==> config.mk <==
export PLATFORM = sky130hd
export DESIGN_NAME = preset_divider
export DESIGN_NICKNAME = d
export VERILOG_FILES = /design/src/rtl/pdiv_pkg.sv /design/src/rtl/pdiv_stage.sv /design/src/rtl/pdiv_chain.sv /design/src/rtl/pdiv_ctrl.sv /design/src/rtl/preset_divider.sv
export SDC_FILE = /design/constraint.sdc
export NUM_CORES = 1
export LEC_CHECK = 0
export BUFFER_PORTS_ARGS = -buffer_cell sky130_fd_sc_hd__clkbuf_2
export CAP_MARGIN = 25
export CELL_PAD_IN_SITES_DETAIL_PLACEMENT = 1
export CELL_PAD_IN_SITES_GLOBAL_PLACEMENT = 1
export CORE_AREA = 3 3 60 62
export CTS_CLUSTER_DIAMETER = 100
export CTS_CLUSTER_SIZE = 24
export DETAILED_ROUTE_END_ITERATION = 8
export DIE_AREA = 0 0 63 65
export PLACE_DENSITY = 0.8
export SYNTH_ARGS = -nofsm -noshare
export SYNTH_HDL_FRONTEND = slang
export SYNTH_SLANG_ARGS = --single-unit
==> constraint.sdc <==
create_clock -name clk_i -period 1.6 [get_ports clk_i]
set_input_delay 0.16 -clock clk_i [delete_from_list [all_inputs] [get_ports clk_i]]
set_output_delay 0.16 -clock clk_i [all_outputs]
set_load 0.05 [all_outputs]
==> src/rtl/pdiv_pkg.sv <==
package pdiv_pkg;
  localparam int unsigned NIB_W_DEF  = 4;
  localparam int unsigned NIB_CNT_DEF = 4;

  typedef enum logic {
    ST_PRIME = 1'b0,
    ST_RUN   = 1'b1
  } run_e;
endpackage

==> src/rtl/pdiv_stage.sv <==
module pdiv_stage #(
  parameter int unsigned W = 4
) (
  input  logic         clk_i,
  input  logic         rst_ni,
  input  logic         cnt_en_i,
  input  logic         load_i,
  input  logic [W-1:0] data_i,
  output logic [W-1:0] q_o,
  output logic         rco_o
);
  logic [W-1:0] q_q;

  always_ff @(posedge clk_i or negedge rst_ni) begin
    if (!rst_ni)       q_q <= '0;
    else if (load_i)   q_q <= data_i;
    else if (cnt_en_i) q_q <= q_q + W'(1);
  end

  assign q_o   = q_q;
  assign rco_o = cnt_en_i & (&q_q);
endmodule

==> src/rtl/pdiv_chain.sv <==
module pdiv_chain #(
  parameter int unsigned NIB_W   = 4,
  parameter int unsigned NIB_CNT = 4,
  localparam int unsigned CNT_W  = NIB_W * NIB_CNT
) (
  input  logic             clk_i,
  input  logic             rst_ni,
  input  logic             cnt_en_i,
  input  logic             load_i,
  input  logic [CNT_W-1:0] data_i,
  output logic [CNT_W-1:0] q_o,
  output logic             tc_o
);
  logic [NIB_CNT:0] en;

  assign en[0] = cnt_en_i;

  for (genvar k = 0; k < NIB_CNT; k++) begin : g_stage
    pdiv_stage #(.W(NIB_W)) u_stage (
      .clk_i    (clk_i),
      .rst_ni   (rst_ni),
      .cnt_en_i (en[k]),
      .load_i   (load_i),
      .data_i   (data_i[k*NIB_W +: NIB_W]),
      .q_o      (q_o[k*NIB_W +: NIB_W]),
      .rco_o    (en[k+1])
    );
  end

  assign tc_o = en[NIB_CNT];
endmodule

==> src/rtl/pdiv_ctrl.sv <==
module pdiv_ctrl
  import pdiv_pkg::*;
(
  input  logic clk_i,
  input  logic rst_ni,
  input  logic tc_i,
  output logic run_o,
  output logic load_o
);
  run_e st_q;

  always_ff @(posedge clk_i or negedge rst_ni) begin
    if (!rst_ni) st_q <= ST_PRIME;
    else         st_q <= ST_RUN;
  end

  assign run_o  = (st_q == ST_RUN);
  // prime load after reset, then reload on terminal count
  assign load_o = !run_o || tc_i;
endmodule

==> src/rtl/preset_divider.sv <==
module preset_divider #(
  parameter int unsigned NIB_W   = pdiv_pkg::NIB_W_DEF,
  parameter int unsigned NIB_CNT = pdiv_pkg::NIB_CNT_DEF,
  localparam int unsigned CNT_W  = NIB_W * NIB_CNT
) (
  input  logic             clk_i,
  input  logic             rst_ni,
  input  logic [CNT_W-1:0] preload_i,
  output logic [CNT_W-1:0] count_o,
  output logic             div_o
);
  logic ctrl_run;
  logic ctrl_load;
  logic chain_tc;

  pdiv_ctrl u_ctrl (
    .clk_i  (clk_i),
    .rst_ni (rst_ni),
    .tc_i   (chain_tc),
    .run_o  (ctrl_run),
    .load_o (ctrl_load)
  );

  pdiv_chain #(.NIB_W(NIB_W), .NIB_CNT(NIB_CNT)) u_chain (
    .clk_i    (clk_i),
    .rst_ni   (rst_ni),
    .cnt_en_i (ctrl_run),
    .load_i   (ctrl_load),
    .data_i   (preload_i),
    .q_o      (count_o),
    .tc_o     (chain_tc)
  );

  assign div_o = chain_tc;
endmodule

==> results of run 1 <==
==> worst max-delay path: stages (launching register included) <==
cell and delay (ns):
dfrtp_2 0.41, ha_4 0.15, and4_4 0.23, buf_6 0.11, nand4_4 0.12, o21ai_4 0.27, buf_6 0.16, mux2_4 0.31
==> what timing repair did <==
action / CTS / global route
gates resized for setup: 10 / 52
setup buffers: 4 / 7
endpoints found under the setup margin: 13 / 17
hold buffers: 1 / 0
endpoints found under the hold margin: 17 / 0
pin swaps: 4 / 15
cloned: 1 / 0
==> kinds of logic (layout without fill, tap and decap cells) <==
| group | count (synthesis) | after routing | synth area share |
|---|---|---|---|
| other cells | 1 | 1 | 0.00381 |
| fa+ha+maj | 4 | 4 | 0.0509 |
| mux | 3 | 3 | 0.0318 |
| buf+inv | 9 | 76 | 0.0509 |
| simple gates | 37 | 37 | 0.206 |
| xor+xnor | 6 | 6 | 0.0534 |
| flops | 17 | 17 | 0.433 |
| compound gates | 27 | 27 | 0.171 |
==> area by class of cell <==
| type | instances | area share |
|---|---|---|
| inverter | 4 | 0.00866 |
| clock buffer | 3 | 0.0130 |
| multi-input combinational | 78 | 0.411 |
| clock inverter | 1 | 0.00289 |
| sequential | 17 | 0.251 |
| tap | 44 | 0.0317 |
| timing repair buffer | 68 | 0.281 |
==> how the worst min path moves through the flow <==
stage / end / slack, ns / cells after the start
2_1_floorplan: u_chain.g_stage[0].u_stage.q_o[0] / -0.14 / 0
3_3_place_gp: u_ctrl.run_o / 0.13 / 1
3_5_place_dp: u_ctrl.run_o / 0.13 / 1
4_1_cts: u_chain.g_stage[1].u_stage.q_o[0] / 0.04 / 3
5_1_grt: u_chain.g_stage[1].u_stage.q_o[1] / 0.04 / 3
6_report: u_chain.g_stage[1].u_stage.q_o[2] / 0.05 / 3
==> metal layers <==
layer,global-route usage,part of all wire,vias up
met4,0.0882,0.020,0
met2,0.300,0.56,19
met5,0,0,-
met1,0.215,0.40,519
met3,0.0173,0.018,8
li1,-,-,508
==> state kept, by name, summed over array words and instances, names as in the netlist <==
| register | count |
|---|---|
| u_chain.g_stage.u_stage.q_o | 16 |
| u_ctrl.run_o | 1 |
==> Yosys cell counts, types with 2 or more instances <==
cell type,n,area share
buf_4,2,0.015
xnor2_1,3,0.027
xor2_1,3,0.027
inv_1,4,0.015
mux2i_1,2,0.020
dfrtp_1,17,0.43
ha_1,4,0.051
o311ai_0,2,0.018
a21oi_1,6,0.031
nor2_1,2,0.0076
nand2_1,18,0.069
nor2b_1,2,0.013
nand4_1,2,0.013
o21ai_0,12,0.061
and4_1,3,0.027
nand3_1,4,0.020
==> where the power goes <==
| part | switching (mW) | internal (mW) |
|---|---|---|
| clock | 0.163 | 0.0939 |
| sequential | 0.0601 | 0.482 |
| combinational | 0.374 | 0.216 |
| total | 0.597 | 0.792 |
==> reports/summary.md, run 1 <==
The flow ran to the end, but the final reports show violations. The checks that failed: negative setup slack. Prior to clock tree synthesis, the placed netlist has a worst setup slack of -0.0836 ns. Via count of the first global-routing pass: 1144.

STA classifies the critical path startpoint as a flip-flop. The footprint of the multi-input gates is 713 um2, and the total die area is 4100 um2. The total of warnings raised by yosys is 0, and the global router's overall resource usage is 0.174. For the final design utilization, the log shows 0.563. The cell count of the worst reg-to-reg path is 7, and the starting DRC count in detailed routing is 30. In the final design database the tool counted 194 nets. The class of the worst hold path is input pin to flip-flop. Yosys mapped the design onto 34 distinct sky130hd cell types. The async set-or-reset flop fraction in the synthesized netlist is 1.00. Using the TritonRoute via totals, the vias-per-cell ratio works out to 4.90.

In this run the core area contains 20 standard-cell rows. The post-place instance area was 1410 um2. Required time at the worst-slack endpoint: 1.82 ns.

The startpoint identified for the worst register-to-register timing path is u_chain.g_stage[1].u_stage.q_o[0]. Starting utilization of the core area: 0.320. For this run the aggregate overflow at the end of global routing stands at 0. Most instantiated flip-flop cell in the synthesis netlist: dfrtp_1.

The most critical setup path has its startpoint at u_chain.g_stage[1].u_stage.q_o[0]. The part of the cycle the worst path needs is 1.16, and the routed wire length is 3950 um. Setup repair after global routing could not meet its margin everywhere. The run gives 1 as the H-tree depth reported by CTS. Final hold analysis gives a worst-case slack of 0.0450 ns. The arrival time at the worst endpoint came out at 2.08 ns.

Leaving out fill and tap cells, the most frequent cell in the layout is clkbuf_2. The number of nets in the synthesized netlist is 126. The filler cells instantiated in the layout total 358. The count of flip-flops with a built-in enable after synthesis came out at 0. For this design the ratio of total power to cell area is 801 nW/um2. The run gives 1.39 mW as the total power after layout. The sequential-to-total area share from yosys stat is 0.433. The highest net fanout along the worst path is 5. The logs give 0.32 ns for the insertion delay of the later-clocked pin in the worst-skew pair and 0 for the total DRC errors in the routed layout. The run gives 16 as the final number of setup-violating endpoints. Once placement completed, the tool counted placed cells totaling 198. After synthesis, the mean cell area works out to 9.46 um2. The tools report the total negative slack as -2.22 ns. For the final number of max-transition violations, the log shows 0.

During placement, the flow inserted port buffers numbering 34. The run gives 2 as the worst-case clock buffer depth. In the layout the commonest cells are clkbuf_2, buf_4, dfrtp_1. In this run the worst setup path terminates at u_chain.g_stage[0].u_stage.q_o[1].

The worst hold path begins at preload_i[6]. The register clock-pin slew on the reported worst setup and hold paths works out to 0.11 ns. CTS saw 17 sinks.

For the final count of hold timing violations, the log shows 0. Fraction of layout cells with a size suffix above 1: 0.667. The critical path is of the flip-flop to flip-flop type. Remaining antenna violation count: 0. The run gives 435 um2 as the total area of sequential cells. The pin count of the biggest net entering global routing was 18. The nature of the critical path endpoint is a flip-flop. The analysis attributes to cell leakage a power of 0.819 nW. TritonCTS built the clock tree. The logs give 0 for the antenna diode count and -0.26 ns for the reg2reg setup slack. The run gives 3080 um2 as the core area. The tools report the synthesized netlist cell count as 104.

Horizontal die dimension: 63 um. The finished cells cover 1730 um2. The logs give 35 for the number of placed I/O pins and -0.262 ns for the post-route worst setup slack. VDD sags by at most 0.574 mV. Compared with the post-synthesis result, the final layout area differs by 76.3%.

In this run the cell area of the synthesized design comes to 983 um2. The run gives 0 as the initial antenna violation count. The tool flagged a number of max-cap violations equal to 0. The congestion estimate from routability-driven global placement came to 0.836. CTS placed an instance of clkbuf_4 at the clock tree root.

The non-filler instance count after layout was 215; the half-perimeter wire length of the detailed placement result was 2380 um. Number of synthesized register bits: 17. The worst reg2reg path endpoint is u_chain.g_stage[0].u_stage.q_o[1]. The final setup skew is 0.00839 ns. For this run, the top clock speed supported by timing is 537 MHz. In the final routed layout, each cell accounts on average for 18.3 um. In this run the vertical extent of the chip is 65 um.

Clock tree synthesis inserted a total of 3 buffers. The global-route wire length before repair is 5560 um. The routed design could run at a clock period as short as 1.86 ns. The tools report the via count as 1054. The tools report the number of optimization iterations in the first detailed-route pass as 3.
Note: power is estimated with default switching activity, not from simulation.
==> inputs of run 2 (changes only) <==
==> constraint.sdc (replaced) <==
create_clock -name clk_i -period 1.6 [get_ports clk_i]
set_input_delay 0.08 -clock clk_i [delete_from_list [all_inputs] [get_ports clk_i]]
set_output_delay 0.08 -clock clk_i [all_outputs]
set_load 0.05 [all_outputs]
==> run 2 against run 1 <==
The flow finishes with violations (negative hold slack, negative setup slack). Fmax is 9.6% higher. Hold slack got worse by 0.049 ns. Worst setup slack better by 0.16 ns. Cell count grew 0.47%. Critical path depth did not move. Critical endpoint is now u_chain.g_stage[2].u_stage.q_o[0]. Largest cell class unchanged. Largest power group is now sequential cells.
==> reports/summary.md, run 2 (synthesis results as in run 1) <==
The register with the most flip-flops in the layout has 16 of them. The run gives 1.88 ns as the arrival time at the worst endpoint. STA classifies the critical path startpoint as a flip-flop. The final route contains 1059 vias. The logs give 18 for the pin count of the biggest net entering global routing and 0.173 for the global router's overall resource usage. Across the routed clock network, the largest skew measured is 0.0124 ns. The first global-routing pass estimated 5570 um of wire. The tightest hold margin was -0.00428 ns. Walking the worst path, the cells encountered are ha_4 > and4_4 > nand4_4 > o21ai_4 > buf_6 > buf_6 > o311ai_2. Row generation in the floorplan step produced 20 rows. Area growth from synthesis to layout: 65.3%.

Pin placement for this block handled 35 I/O pins. The checks that failed: negative hold slack, negative setup slack. The logs give 0.320 for the starting utilization of the core area and 0 for the antenna diode count.

Setup repair after global routing could not meet its margin everywhere. The floorplan step defined a core boundary enclosing 3080 um2. The flow ran to the end, but the final reports show violations.

After detailed routing, the average wire length per cell comes to 15.6 um. The worst hold path was traced through 3 stages. Insertion delay of the later-clocked pin in the worst-skew pair: 0.31 ns. For this design the total switching power over the nets is 0.554 mW. The tools report the critical hold path startpoint as preload_i[7]. The source of the worst register-to-register timing path is u_chain.g_stage[1].u_stage.q_o[1]. The final count of hold timing violations is 1, and the half-perimeter wire length of the detailed placement result is 2410 um.

The CTS root buffer was clkbuf_4. The die covers 4100 um2. For the remaining antenna violation count, the log shows 0. The first detailed-routing pass ran for 4 iterations. The tools report the destination of the worst hold path as u_chain.g_stage[1].u_stage.q_o[3]. The post-route worst setup slack was -0.0995 ns. The nature of the critical path endpoint is a flip-flop. Summed over all layers, the global routing overflow is 0.

In the layout the commonest cells are clkbuf_2, buf_4, nand2_1. Setup violations remaining at the end of the flow were counted as 16. Among the stages of the critical path, the cell type that occurs most often is buf_6. The logs give 0.751 nW for the static power due to leakage and 1196 for the via count of the first global-routing pass. The cell type of the slowest stage on the worst timing path was dfrtp_2. The class of the worst hold path is input pin to flip-flop. The number of cells on the worst reg-to-reg path is 7. The delay of the slowest cell on the worst path came out at 0.40 ns.

Register clock-pin slew on the reported worst setup and hold paths: 0.12 ns. Power share of the combinational group: 0.406. The switching share of power was 0.415; the setup slack at placement was -0.0901 ns.

The first routing iteration left 50 violations. In this run, CTS created clock tree buffers numbering 3. TritonCTS built the clock tree.

The total DRC errors in the routed layout was 0; the areal power density over the cells was 822 nW/um2. Using the TritonRoute via totals, the vias-per-cell ratio works out to 4.90. The tool flagged a number of max-cap violations equal to 0.

The tools report the total negative slack as -0.763 ns. After detailed routing, the total wire length is 3370 um. The fraction of layout cells with a size suffix above 1 was 0.541. No sink is reached through more buffers than the 2 on the longest clock path. From bottom edge to top edge, the die measures 65 um. Setup slack on the worst reg-to-reg path comes out at -0.1 ns.

For the sink count of the clock tree, the log shows 17. The initial antenna violation count came out at 0. Of all nets on the critical path, the largest fanout is 6.

The worst register-to-register path ends at u_chain.g_stage[2].u_stage.q_o[0]. Cell internal power was estimated by the tool at 0.782 mW. The H-tree depth reported by CTS is 1.

The final design utilization was 0.528; the horizontal die dimension was 63 um. The count of input and output buffers came out at 34. For the weighted congestion reported at the end of routability-driven placement, the log shows 0.813. The share of power burned in the clock network came out at 0.189.

The most frequent standard cell in the layout excluding fill and tap cells was clkbuf_2. The part of the cycle the worst path needs is 1.06, and the worst-case vdd ir drop is 0.321 mV. Footprint of the multi-input gates: 617 um2. For the final number of max-transition violations, the log shows 0. The worst setup path is of the flip-flop to flip-flop kind. The logs give 0.406 for the share of power burned in registers and 367 for the number of inserted filler cells in the final layout. Minimum period implied by the final worst setup slack: 1.70 ns. The run gives 1.78 ns as the required time at the worst-slack endpoint. The total area of sequential cells was 435 um2; the final net count was 195.

Timing would allow up to 588 MHz.
run 2: changes by cell type in the layout (fill, tap and decap cells not counted), sizes merged:
cell and delta:
dlygate4sd3 +8, buf -8, clkbuf +1
run 2: worst max-delay path by stage:
stage                     slack, ns                                 to                              start
after floorplan               -0.27  u_chain.g_stage[2].u_stage.q_o[3]  u_chain.g_stage[0].u_stage.q_o[1]
final                          -0.1  u_chain.g_stage[2].u_stage.q_o[0]  u_chain.g_stage[1].u_stage.q_o[1]
after global placement        -0.02  u_chain.g_stage[0].u_stage.q_o[1]  u_chain.g_stage[0].u_stage.q_o[1]
after CTS                     -0.09                              div_o  u_chain.g_stage[0].u_stage.q_o[0]
after global routing          -0.19  u_chain.g_stage[2].u_stage.q_o[0]  u_chain.g_stage[1].u_stage.q_o[1]
after detailed placement      -0.09  u_chain.g_stage[0].u_stage.q_o[1]  u_chain.g_stage[0].u_stage.q_o[1]
run 2: layout make-up:
cell class | count | area share
multi-input combinational | 78 | 0.380
timing repair buffer | 69 | 0.293
sequential | 17 | 0.268
tap | 44 | 0.0339
clock buffer | 3 | 0.0139
inverter | 4 | 0.00924
clock inverter | 1 | 0.00308
run 2: repair_timing:
item                                   CTS  global route
hold buffers                             8             1
endpoints found under the hold margin   24             1
buffers inserted                         3             3
cloned                                   0             0
pin swaps                                6             7
setup endpoints to repair               17            17
resized for setup                       15            10
run 2: worst max-delay path, delay by kind of cell (launching register included):
family / cells / cell delay, ns
DFF: 1 / 0.40
buffers and inverters: 2 / 0.28
adders and majority gates: 1 / 0.15
and+or+nand+nor: 2 / 0.36
AOI/OAI and AO/OA: 2 / 0.37
run 2: power groups by stage:
stage                     Clock, mW  Sequential, mW  Combinational, mW
final                         0.252           0.542              0.542
after global routing          0.276           0.550              0.579
after CTS                     0.257           0.539              0.522
after detailed placement          0           0.548              0.486
after global placement            0           0.542              0.469
after floorplan                   0           0.714              0.134
run 2: stage by stage:
stage | total power [mW] | area, um2 | std cells
global route | 1.41 | 1630 | 216
global placement | 1.01 | 1390 | 197
detailed placement | 1.03 | 1390 | 197
CTS | 1.32 | 1550 | 212
floorplan | 0.848 | 1050 | 104
finish | 1.34 | 1630 | 216
run 2: routing by layer:
metal  vias up  GRT usage  routed length, um  share of wire
li1        509          -                  -              -
met1       529      0.197               1430           0.42
met2        16      0.325               1830           0.54
met3         5     0.0139                 59          0.017
met4         0     0.0799                 55          0.016
met5         -          0                  0              0
==> inputs of run 3 (changes only) <==
- RECOVER_POWER: unset -> 100
==> run 3 against run 2 <==
The run still ends with negative hold slack, negative setup slack left. Utilization shrank 0.24 points. Hold slack is essentially flat. Critical path depth is the same. Via count grew 0.19%. Wire length is essentially flat. Highest routed layer unchanged.
==> reports/summary.md, run 3 (synthesis results as in run 1) <==
Among the stages of the critical path, the cell type that occurs most often is buf_6. Non-filler instance count after layout: 216. After the first detailed-routing iteration, the DRC count stood at 42.

The fraction of layout cells with a size suffix above 1 came out at 0.506. The delay of the slowest cell on the worst path is 0.40 ns, and the highest net fanout along the worst path is 6. Input and output buffers added on the ports amount to 34. Setup repair after global routing could not meet its margin everywhere.

The part of the cycle the worst path needs is 1.06, and the arrival time at the worst endpoint is 1.88 ns. CTS saw 17 sinks. The worst-case clock buffer depth came out at 2. The tree is rooted in a clkbuf_4. Based on the critical path, the design can be clocked at up to 588 MHz. The areal power density over the cells came out at 823 nW/um2. The cell type group with the largest total delay on the critical path was flip-flops. For the via count, the log shows 1061. The congestion estimate from routability-driven global placement came to 0.813.

Leaving out fill and tap cells, the most frequent cells in the layout are clkbuf_2, buf_4, nand2_1. Dividing the detail-routed via count by the number of cells gives 4.91. The register with the most flip-flops in the layout has 16 of them. Final net count: 195. The post-route worst setup slack is -0.0993 ns, and the detailed-route wire length per cell is 15.6 um. The run gives 1620 um2 as the final cell area excluding filler cells.

Via count of the first global-routing pass: 1196. In the routed design, unresolved DRC markers number 0. The die extent in y works out to 65 um. The final design utilization was 0.526; the starting utilization of the core area was 0.320. After floorplanning, the core was divided into 20 placement rows. Clock-pin slew was measured on the worst setup and hold paths at 0.12 ns. The worst slew slack as a fraction of its limit is 0.353. The final number of setup-violating endpoints was 16.

The final layout contains routed wiring with a total length of 3380 um. Among all stages on the critical path, the largest delay is contributed by dfrtp_2. The logs give 0.31 ns for the insertion delay of the later-clocked pin in the worst-skew pair and 4 for the number of optimization iterations in the first detailed-route pass. 0 antenna diodes ended up in the layout. The tools report the H-tree depth reported by CTS as 1.

The tool flagged a number of max-cap violations equal to 0. The remaining antenna violation count is 0. The global router's overall resource usage was 0.173; the static power due to leakage was 0.733 nW. The first global-routing pass estimated 5570 um of wire. The horizontal die dimension came out at 63 um. The worst hold path begins at preload_i[7]. TritonCTS created 3 clock buffers.

The total placed cells including tap cells was 197. Once detailed placement completed, the half-perimeter wirelength came to 2410 um. The tightest hold margin is -0.00445 ns.

The required time at the worst-slack endpoint is 1.78 ns, and the initial antenna violation count is 0. The tools report the total die area as 4100 um2. STA classifies the critical path startpoint as a flip-flop. The flow ran to the end, but the final reports show violations. The nature of the critical path endpoint is a flip-flop. By startpoint and endpoint, the worst setup path is classified as flip-flop to flip-flop. Traced cell by cell, the critical path runs through ha_4 > and4_4 > nand4_4 > o21ai_4 > buf_6 > buf_6 > o311ai_2. The tools report the critical path launch point as u_chain.g_stage[1].u_stage.q_o[1].

The critical path contains buffers and inverters numbering 2 combined. Once placement finished, the instance area stood at 1390 um2. The library cell used most frequently in the layout, excluding fill and tap cells, is clkbuf_2. Global routing finished with a remaining overflow of 0. From synthesis to final layout, the design area changed by 64.5%. For the number of placed I/O pins, the log shows 35. The startpoint identified for the worst register-to-register timing path is u_chain.g_stage[1].u_stage.q_o[1]. The total negative slack is -0.765 ns. The final number of max-transition violations is 0.

The checks that failed: negative hold slack, negative setup slack. The final count of hold timing violations is 1, and the worst-case vdd ir drop is 0.321 mV. The core region is 3080 um2. Pin count of the biggest net entering global routing: 18. The minimum period implied by the final worst setup slack was 1.70 ns. TritonCTS built the clock tree.

For the pin with the worst max-slew slack, the measured transition is 0.971 ns. The clock arrives with 0.0121 ns of skew. The worst hold path belongs to the class input pin to flip-flop. The layout has 368 filler cells.
[run 3: changes by cell type in the layout (fill, tap and decap cells not counted)]
cell,before,now
clkbuf_1,0,6
clkbuf_2,33,27
[run 3: cell type report]
class	instances	area, um2	share of cell area
multi-input cells	78	617	0.381
repair buffers	69	468	0.289
flip-flops and latches	17	435	0.269
well taps	44	55.1	0.0340
clock buffers	3	22.5	0.0139
inverters	4	15.0	0.00928
clock inverters	1	5.00	0.00309
[run 3: routing by layer]
metal  track usage  share of wire  up-vias
li1              -              -      509
met5             0              0        -
met4        0.0799          0.017        0
met1         0.197           0.42      529
met2         0.325           0.54       18
met3        0.0139          0.018        5
[run 3: worst paths after layout]
path | slack, ns | cells past startpoint | endpoint
setup / recovery | -0.1 | 7 | u_chain.g_stage[2].u_stage.q_o[0]
max in group asynchronous | 0.49 | 2 | u_chain.g_stage[3].u_stage.q_o[0]
hold reg to reg | 0.63 | 2 | u_chain.g_stage[0].u_stage.q_o[0]
min in group asynchronous | 0.44 | 2 | u_ctrl.run_o
hold / removal | -0.004 | 3 | u_chain.g_stage[1].u_stage.q_o[3]
setup reg to reg | -0.1 | 7 | u_chain.g_stage[2].u_stage.q_o[0]
[run 3: report_power, final]
group	leakage (nW)	switching, mW	internal [mW]
Clock	0.0177	0.159	0.0934
Combinational	0.523	0.335	0.202
Sequential	0.192	0.0596	0.482
Total	0.733	0.554	0.778
[run 3: per-stage QoR]
stage               setup slack [ns]  total power [mW]
global route                  -0.186              1.40
floorplan                     -0.269             0.848
global placement             -0.0245              1.01
detailed placement           -0.0901              1.03
finish                       -0.0993              1.33
CTS                          -0.0868              1.32
[run 3: timing repair]
action	in CTS	in global routing
endpoints found under the hold margin	24	1
setup buffers	3	3
gates cloned	0	0
resized for setup	15	10
hold buffers	8	1
setup endpoints to repair	17	17
pin swaps	6	7
[run 3: worst register-to-register path, delay by kind of cell (launching register included)]
family | cells | cell delay [ns]
compound gates | 2 | 0.37
buf+inv | 2 | 0.28
fa+ha+maj | 1 | 0.15
simple gates | 2 | 0.36
flops | 1 | 0.40
